## src/rtl/clu_pwr_pkg.sv

```systemverilog
package clu_pwr_pkg;

   typedef enum logic [1:0] {
      RAIL_NONE  = 2'b00,
      RAIL_LOGIC = 2'b01,
      RAIL_ARRAY = 2'b10,
      RAIL_BOTH  = 2'b11
   } rail_t;

   typedef enum logic [1:0] {
      PH_CACHE_FIRST = 2'd0,
      PH_CORES       = 2'd1,
      PH_CACHE_LAST  = 2'd2,
      PH_END         = 2'd3
   } phase_t;

   typedef enum logic [1:0] {
      ST_IDLE = 2'd0,
      ST_NEXT = 2'd1,
      ST_WAIT = 2'd2
   } ord_state_t;

endpackage

```

## src/rtl/clu_scope_mask.sv

```systemverilog
module clu_scope_mask #(
   parameter int NUM_CORES      = 4,
   parameter int CORES_PER_HALF = 2,
   parameter int SEL_W          = 1
) (
   input  logic                 half_en,
   input  logic [SEL_W-1:0]     half_sel,
   input  logic [NUM_CORES-1:0] core_mask,
   output logic [NUM_CORES-1:0] scope_mask
);
   localparam int NUM_HALVES = NUM_CORES / CORES_PER_HALF;

   for (genvar i = 0; i < NUM_CORES; i++) begin : g_core
      if (NUM_HALVES > 1) begin : g_split
         localparam logic [SEL_W-1:0] MY_HALF = SEL_W'(i / CORES_PER_HALF);
         assign scope_mask[i] = core_mask[i] & (~half_en | (half_sel == MY_HALF));
      end else begin : g_single
         assign scope_mask[i] = core_mask[i] & (~half_en | (half_sel == '0));
      end
   end
endmodule

```

## src/rtl/clu_core_scan.sv

```systemverilog
module clu_core_scan #(
   parameter int NUM_CORES = 4,
   parameter int IDX_W     = 2,
   parameter int PTR_W     = 3
) (
   input  logic [NUM_CORES-1:0] mask,
   input  logic [PTR_W-1:0]     from_ptr,
   output logic                 found,
   output logic [IDX_W-1:0]     idx
);
   // lowest set mask bit at or above from_ptr
   always_comb begin
      found = 1'b0;
      idx   = '0;
      for (int i = NUM_CORES - 1; i >= 0; i--) begin
         if (mask[i] && (PTR_W'(i) >= from_ptr)) begin
            found = 1'b1;
            idx   = IDX_W'(i);
         end
      end
   end
endmodule

```

## src/rtl/clu_rail_policy.sv

```systemverilog
module clu_rail_policy #(
   parameter bit IS_CORE = 1'b0
) (
   input  logic [1:0] req_rail,
   output logic [1:0] eff_rail,
   output logic       warn
);
   import clu_pwr_pkg::*;

   if (IS_CORE) begin : g_core
      // cores carry the logic rail only; any array ask is flagged
      assign eff_rail = req_rail[0] ? RAIL_LOGIC : RAIL_NONE;
      assign warn     = req_rail[1];
   end else begin : g_cache
      assign eff_rail = req_rail;
      assign warn     = 1'b0;
   end
endmodule

```

## src/rtl/clu_pwr_orderer.sv

```systemverilog
module clu_pwr_orderer #(
   parameter int NUM_CORES      = 4,
   parameter int CORES_PER_HALF = 2,
   localparam int NUM_HALVES    = NUM_CORES / CORES_PER_HALF,
   localparam int IDX_W         = (NUM_CORES > 1) ? $clog2(NUM_CORES) : 1,
   localparam int PTR_W         = $clog2(NUM_CORES + 1),
   localparam int SEL_W         = (NUM_HALVES > 1) ? $clog2(NUM_HALVES) : 1
) (
   input  logic                 clk,
   input  logic                 rst_n,
   input  logic                 req_start,
   input  logic                 req_on,
   input  logic [1:0]           req_rail,
   input  logic                 req_half,
   input  logic [SEL_W-1:0]     req_half_sel,
   input  logic [NUM_CORES-1:0] core_mask,
   output logic                 seq_start,
   output logic                 seq_cache,
   output logic [IDX_W-1:0]     seq_core,
   output logic                 seq_on,
   output logic [1:0]           seq_rail,
   input  logic                 seq_done,
   input  logic                 seq_err,
   output logic                 busy,
   output logic                 done,
   output logic                 err,
   output logic                 warn,
   output logic                 no_core
);
   import clu_pwr_pkg::*;

   if (NUM_CORES < 1) begin : g_chk_cores
      $error("NUM_CORES must be at least 1");
   end
   if (CORES_PER_HALF < 1 || (NUM_CORES % CORES_PER_HALF) != 0) begin : g_chk_half
      $error("NUM_CORES must be a multiple of CORES_PER_HALF");
   end

   ord_state_t             st_q;
   phase_t                 phase_q;
   logic                   on_q, half_q, any_core_q;
   logic [1:0]             rail_q;
   logic [NUM_CORES-1:0]   scope_q;
   logic [PTR_W-1:0]       ptr_q;

   logic [NUM_CORES-1:0]   scope_now;
   logic                   scan_found;
   logic [IDX_W-1:0]       scan_idx;
   logic [1:0]             cache_rail, core_rail;
   logic                   cache_warn, core_warn;

   clu_scope_mask #(
      .NUM_CORES(NUM_CORES), .CORES_PER_HALF(CORES_PER_HALF), .SEL_W(SEL_W)
   ) u_scope (
      .half_en(req_half), .half_sel(req_half_sel),
      .core_mask(core_mask), .scope_mask(scope_now)
   );

   clu_core_scan #(.NUM_CORES(NUM_CORES), .IDX_W(IDX_W), .PTR_W(PTR_W)) u_scan (
      .mask(scope_q), .from_ptr(ptr_q), .found(scan_found), .idx(scan_idx)
   );

   clu_rail_policy #(.IS_CORE(1'b0)) u_cache_pol (
      .req_rail(rail_q), .eff_rail(cache_rail), .warn(cache_warn)
   );
   clu_rail_policy #(.IS_CORE(1'b1)) u_core_pol (
      .req_rail(rail_q), .eff_rail(core_rail), .warn(core_warn)
   );

   assign busy   = (st_q != ST_IDLE);
   assign seq_on = on_q;

   always_ff @(posedge clk or negedge rst_n) begin
      if (!rst_n) begin
         st_q       <= ST_IDLE;
         phase_q    <= PH_END;
         on_q       <= 1'b0;
         half_q     <= 1'b0;
         any_core_q <= 1'b0;
         rail_q     <= RAIL_NONE;
         scope_q    <= '0;
         ptr_q      <= '0;
         seq_start  <= 1'b0;
         seq_cache  <= 1'b0;
         seq_core   <= '0;
         seq_rail   <= RAIL_NONE;
         done       <= 1'b0;
         err        <= 1'b0;
         warn       <= 1'b0;
         no_core    <= 1'b0;
      end else begin
         seq_start <= 1'b0;
         done      <= 1'b0;
         unique case (st_q)
            ST_IDLE: begin
               if (req_start) begin
                  on_q       <= req_on;
                  half_q     <= req_half;
                  rail_q     <= req_rail;
                  scope_q    <= scope_now;
                  ptr_q      <= '0;
                  any_core_q <= 1'b0;
                  err        <= 1'b0;
                  warn       <= 1'b0 | cache_warn;
                  no_core    <= 1'b0;
                  phase_q    <= (req_on && !req_half) ? PH_CACHE_FIRST : PH_CORES;
                  st_q       <= ST_NEXT;
               end
            end
            ST_NEXT: begin
               unique case (phase_q)
                  PH_CACHE_FIRST: begin
                     phase_q <= PH_CORES;
                     if (cache_rail != RAIL_NONE) begin
                        seq_start <= 1'b1;
                        seq_cache <= 1'b1;
                        seq_rail  <= cache_rail;
                        st_q      <= ST_WAIT;
                     end
                  end
                  PH_CORES: begin
                     if (scan_found) begin
                        any_core_q <= 1'b1;
                        ptr_q      <= PTR_W'(scan_idx) + PTR_W'(1);
                        if (core_warn) warn <= 1'b1;
                        if (core_rail != RAIL_NONE) begin
                           seq_start <= 1'b1;
                           seq_cache <= 1'b0;
                           seq_core  <= scan_idx;
                           seq_rail  <= core_rail;
                           st_q      <= ST_WAIT;
                        end
                     end else begin
                        phase_q <= (!on_q && !half_q) ? PH_CACHE_LAST : PH_END;
                     end
                  end
                  PH_CACHE_LAST: begin
                     phase_q <= PH_END;
                     if (any_core_q && cache_rail != RAIL_NONE) begin
                        seq_start <= 1'b1;
                        seq_cache <= 1'b1;
                        seq_rail  <= cache_rail;
                        st_q      <= ST_WAIT;
                     end
                  end
                  default: begin
                     done    <= 1'b1;
                     no_core <= ~any_core_q;
                     st_q    <= ST_IDLE;
                  end
               endcase
            end
            ST_WAIT: begin
               if (seq_done) begin
                  if (seq_err) begin
                     err     <= 1'b1;
                     phase_q <= PH_END;
                  end
                  st_q <= ST_NEXT;
               end
            end
            default: st_q <= ST_IDLE;
         endcase
      end
   end

   // ---------------- assertions ----------------
   assert_start_pulse_R9: assert property (@(posedge clk) disable iff (!rst_n)
      seq_start |=> !seq_start);

   assert_done_pulse_R9: assert property (@(posedge clk) disable iff (!rst_n)
      done |=> !done);

   assert_done_idle_R9: assert property (@(posedge clk) disable iff (!rst_n)
      done |-> !busy);

   assert_flags_hold_R9: assert property (@(posedge clk) disable iff (!rst_n)
      (!busy && !req_start) |=> ($stable(warn) && $stable(err) && $stable(no_core)));

   assert_no_start_idle_R9: assert property (@(posedge clk) disable iff (!rst_n)
      seq_start |-> busy);

   assert_core_logic_only_R5: assert property (@(posedge clk) disable iff (!rst_n)
      (seq_start && !seq_cache) |-> (seq_rail == 2'b01));

   assert_core_functional_R3: assert property (@(posedge clk) disable iff (!rst_n)
      (seq_start && !seq_cache) |-> scope_q[seq_core]);

   assert_half_no_cache_R7: assert property (@(posedge clk) disable iff (!rst_n)
      (seq_start && half_q) |-> !seq_cache);

   assert_stop_after_err_R8: assert property (@(posedge clk) disable iff (!rst_n)
      seq_start |-> !err);

   assert_rail_nonempty_R10: assert property (@(posedge clk) disable iff (!rst_n)
      seq_start |-> (seq_rail != 2'b00));

endmodule

```

## config.mk

```make
export PLATFORM = sky130hd
export DESIGN_NAME = clu_pwr_orderer
export DESIGN_NICKNAME = d
export VERILOG_FILES = /design/src/rtl/clu_pwr_pkg.sv /design/src/rtl/clu_scope_mask.sv /design/src/rtl/clu_core_scan.sv /design/src/rtl/clu_rail_policy.sv /design/src/rtl/clu_pwr_orderer.sv
export SDC_FILE = /design/constraint.sdc
export NUM_CORES = 1
export LEC_CHECK = 0
export CAP_MARGIN = 20
export CORE_ASPECT_RATIO = 1.75
export CORE_MARGIN = 1.5
export CORE_UTILIZATION = 60
export CTS_CLUSTER_DIAMETER = 60
export DETAILED_ROUTE_END_ITERATION = 8
export DONT_BUFFER_PORTS = 1
export PLACE_DENSITY = 0.75
export SKIP_CTS_REPAIR_TIMING = 1
export SLEW_MARGIN = 20
export SYNTH_ARGS = -nofsm -noshare
export SYNTH_HDL_FRONTEND = slang
export SYNTH_SLANG_ARGS = --single-unit
```

## constraint.sdc

```tcl
create_clock -name clk -period 2.2 [get_ports clk]
set_input_delay 0.33 -clock clk [delete_from_list [all_inputs] [get_ports clk]]
set_output_delay 0.33 -clock clk [all_outputs]
set_load 0.1 [all_outputs]
```

==> metrics.md <==
| Metric | Value |
|---|---|
| Nets | around 190 |
| Pin count of the biggest net entering global routing | 27 |
| Setup TNS | 0 ns |
| Cells taking the most area after synthesis | dfrtp_1 (40%), ha_1 (8.2%), a21oi_1 (3.6%) |
| H-tree depth | 1 |
| Core Area | between 2000 and 2500 um2 |
| Mean Syn Cell Area | 10.1 um2 |
| Port bufs | 0 |
| Chip Width | between 40 and 50 um |
| Setup ws final | 0.228 ns |
| Ys Warns | 0 |
| Seq/Total Area, Yosys | 43.0% |
| Row cnt | 24 |
| DIE AREA | 2860 um2 |
| Status | complete, no violations |
| Worst R2R End | phase_q[1] |
| Final ANT Viol Nets | 0 |
| Slew HR | about two fifths |
| Synth async-reset ratio | 100% |
| WHS Path Cells | 1 |
| Initial Utilization | a little over three fifths |
| Ys flop type | dfrtp_1 |
| Crit-path max FO | 10 |
| Max cap viols | 0 |
| Syn Std Cell Area | ~1500 um2 |
| Synthesized Nets | between 150 and 200 |
| Global-route wire length before repair | roughly 5000 um |
| Critical Path RT | roughly 2.4 ns |
| Number of synthesized flops with an enable pin | 0 |
| CTS tree | done |
| Netlist cell types | 41 |
| Clock sinks | 26 |
| Most common cell after layout, fill and taps aside | dfrtp_1 |
| Boundary Pins | 26 |
| Layout cell share with drive strength beyond 1 | a little under a fifth |
| Reg area | around 650 um2 |
| Total GRT Usage | between 20% and 30% |
| Minimum clock period | approximately 2.0 ns |
| CP Class | register to register |
| Yosys top cell area share | about two fifths |
| CTS root buf | clkbuf_8 |
| Clk Latency, worst-skew pair | 0.27 ns |
| DPL Wire Length | around 2400 um |
| Clock Skew | 0.00363 ns |
| Clk slew on worst S/H paths | 0.09 ns |
| Worst Min Path Start | core_mask[1] |
| Synth Instances | 150 |
| Final GP Congestion | around 0.90 |
| RSZ-0062 raised after global routing | no |
| Area of the multi-input gates | approximately 790 um2 |
| Hold EP | scope_q[1] |
| GRT overflow | 0 |
| Wire length per cell | 16.5 um |
| Worst Path Arrival | about 2.2 ns |
| Worst Setup End Kind | register |
| Final core occ | between 60% and 70% |
| Vias | roughly 1.2k |
| Area leader, netlist | dfrtp_1 |
| Initial antenna violation count | 0 |
| Detailed-route DRC error count | 0 |
| R2R Setup Slk | 0.23 ns |
| Final Max Tran Viols | 0 |
| CTS Buf Count | 3 |
| R2R cell count | 5 |
| CP startpoint kind | register |
| Final Hold Fails | 0 |
| Most frequent cells in the layout | dfrtp_1 (24), inv_1 (13), buf_4 (12) |
| DRT iter0 DRCs | 27 |
| Vias in the first global route | between 1k and 1.5k |
| Via/cell ratio | 6.19 |
| DIE HEIGHT | just under 70 um |
| Drt first pass iters | 4 |
| Critical R2R Launch | phase_q[0] |
| Final wirelength | 3110 um |
| Setup WS pre-CTS | around 0.27 ns |
| Fill cell count | 191 |
| Syn-to-layout area delta | 11.3% |
| Synth Register Bits | 26 |
| Finish-stage setup viols | 0 |
| CTS Buffer Depth | 2 |
| Slew @ Worst Pin | 0.925 ns |
| Hold crit path type | input pin to register |
| CP Launch Point | phase_q[0] |
| FMAX | between 500 and 600 MHz |
| # diodes | 0 |
| Final Cycle Share | between 80% and 90% |
## routing by layer
layer  share of wire (%)  GRT usage [%]  up-vias
met1                  40           29.7      563
met4                 2.4           10.7        0
met3                 3.4           4.17        7
met5                   0              0        -
li1                    -              -      562
met2                  54           39.4       32
## metrics by stage
stage	hold WS (ns)	instance area, um2	cells
5_1_grt	0.180	1690	188
3_5_place_dp	0.0349	1620	183
6_report	0.187	1690	188
2_1_floorplan	0.0344	1520	150
3_3_place_gp	0.0349	1620	183
4_1_cts	-0.258	1660	186
## sequential cells by signal, summed over array words and instances (netlist names)
signal / count
phase_q: 2
done: 1
seq_rail: 2
warn: 1
rail_q: 2
no_core: 1
err: 1
seq_cache: 1
scope_q: 4
ptr_q: 3
any_core_q: 1
seq_on: 1
seq_start: 1
st_q: 2
seq_core: 2
half_q: 1
## cells in the mapped netlist (2+ instances only)
cell       n
a21boi_0   4
ha_1      10
a31oi_1    3
nor2_1    10
mux2i_1    3
and2_1     3
nand2_1    8
mux2_4     2
nor4_1     2
a21o_1     2
clkbuf_1   4
nand3_1    2
a221o_1    2
dfrtp_1   24
a21oi_1   11
a41oi_1    2
inv_1     14
mux2_2     4
dfstp_2    2
nand3b_1   3
nor3_1     2
a22o_1     5
o21ai_0   10
## critical path, cell delays in order (launching register included)
cell and delay [ns]:
dfstp_2 0.56, ha_1 0.33, nor4_1 0.09, a2111oi_0 0.40
o21ai_0 0.26, mux2i_1 0.25
## how the worst max path moves through the flow
stage,endpoint,slack (ns),cells after the start
finish,phase_q[1],0.23,5
detailed placement,ptr_q[0],0.27,6
global placement,phase_q[1],0.32,5
floorplan,st_q[1],0.05,7
global route,phase_q[1],0.07,5
CTS,phase_q[1],0.23,5
## kinds of logic (layout without fill, tap and decap cells)
group	count (synthesis)	in the layout	share of synthesized area, %
AOI/OAI and AO/OA	50	50	24.0
buffers and inverters	19	31	5.18
DFF	26	26	43.0
and+or+nand+nor	36	36	12.7
adders and majority gates	10	10	8.23
muxes	9	9	6.91
## cell type report
cell class | count | area share [%]
Clock buffer | 3 | 2.44
Inverter | 14 | 3.33
Multi-Input combinational cell | 105 | 46.6
Sequential cell | 26 | 38.6
Tap cell | 26 | 1.92
Timing Repair Buffer | 14 | 7.10
Power is left out: the tool's default activity adds up to more than one toggle a clock period on the data nets, which glitch-free logic cannot reach.
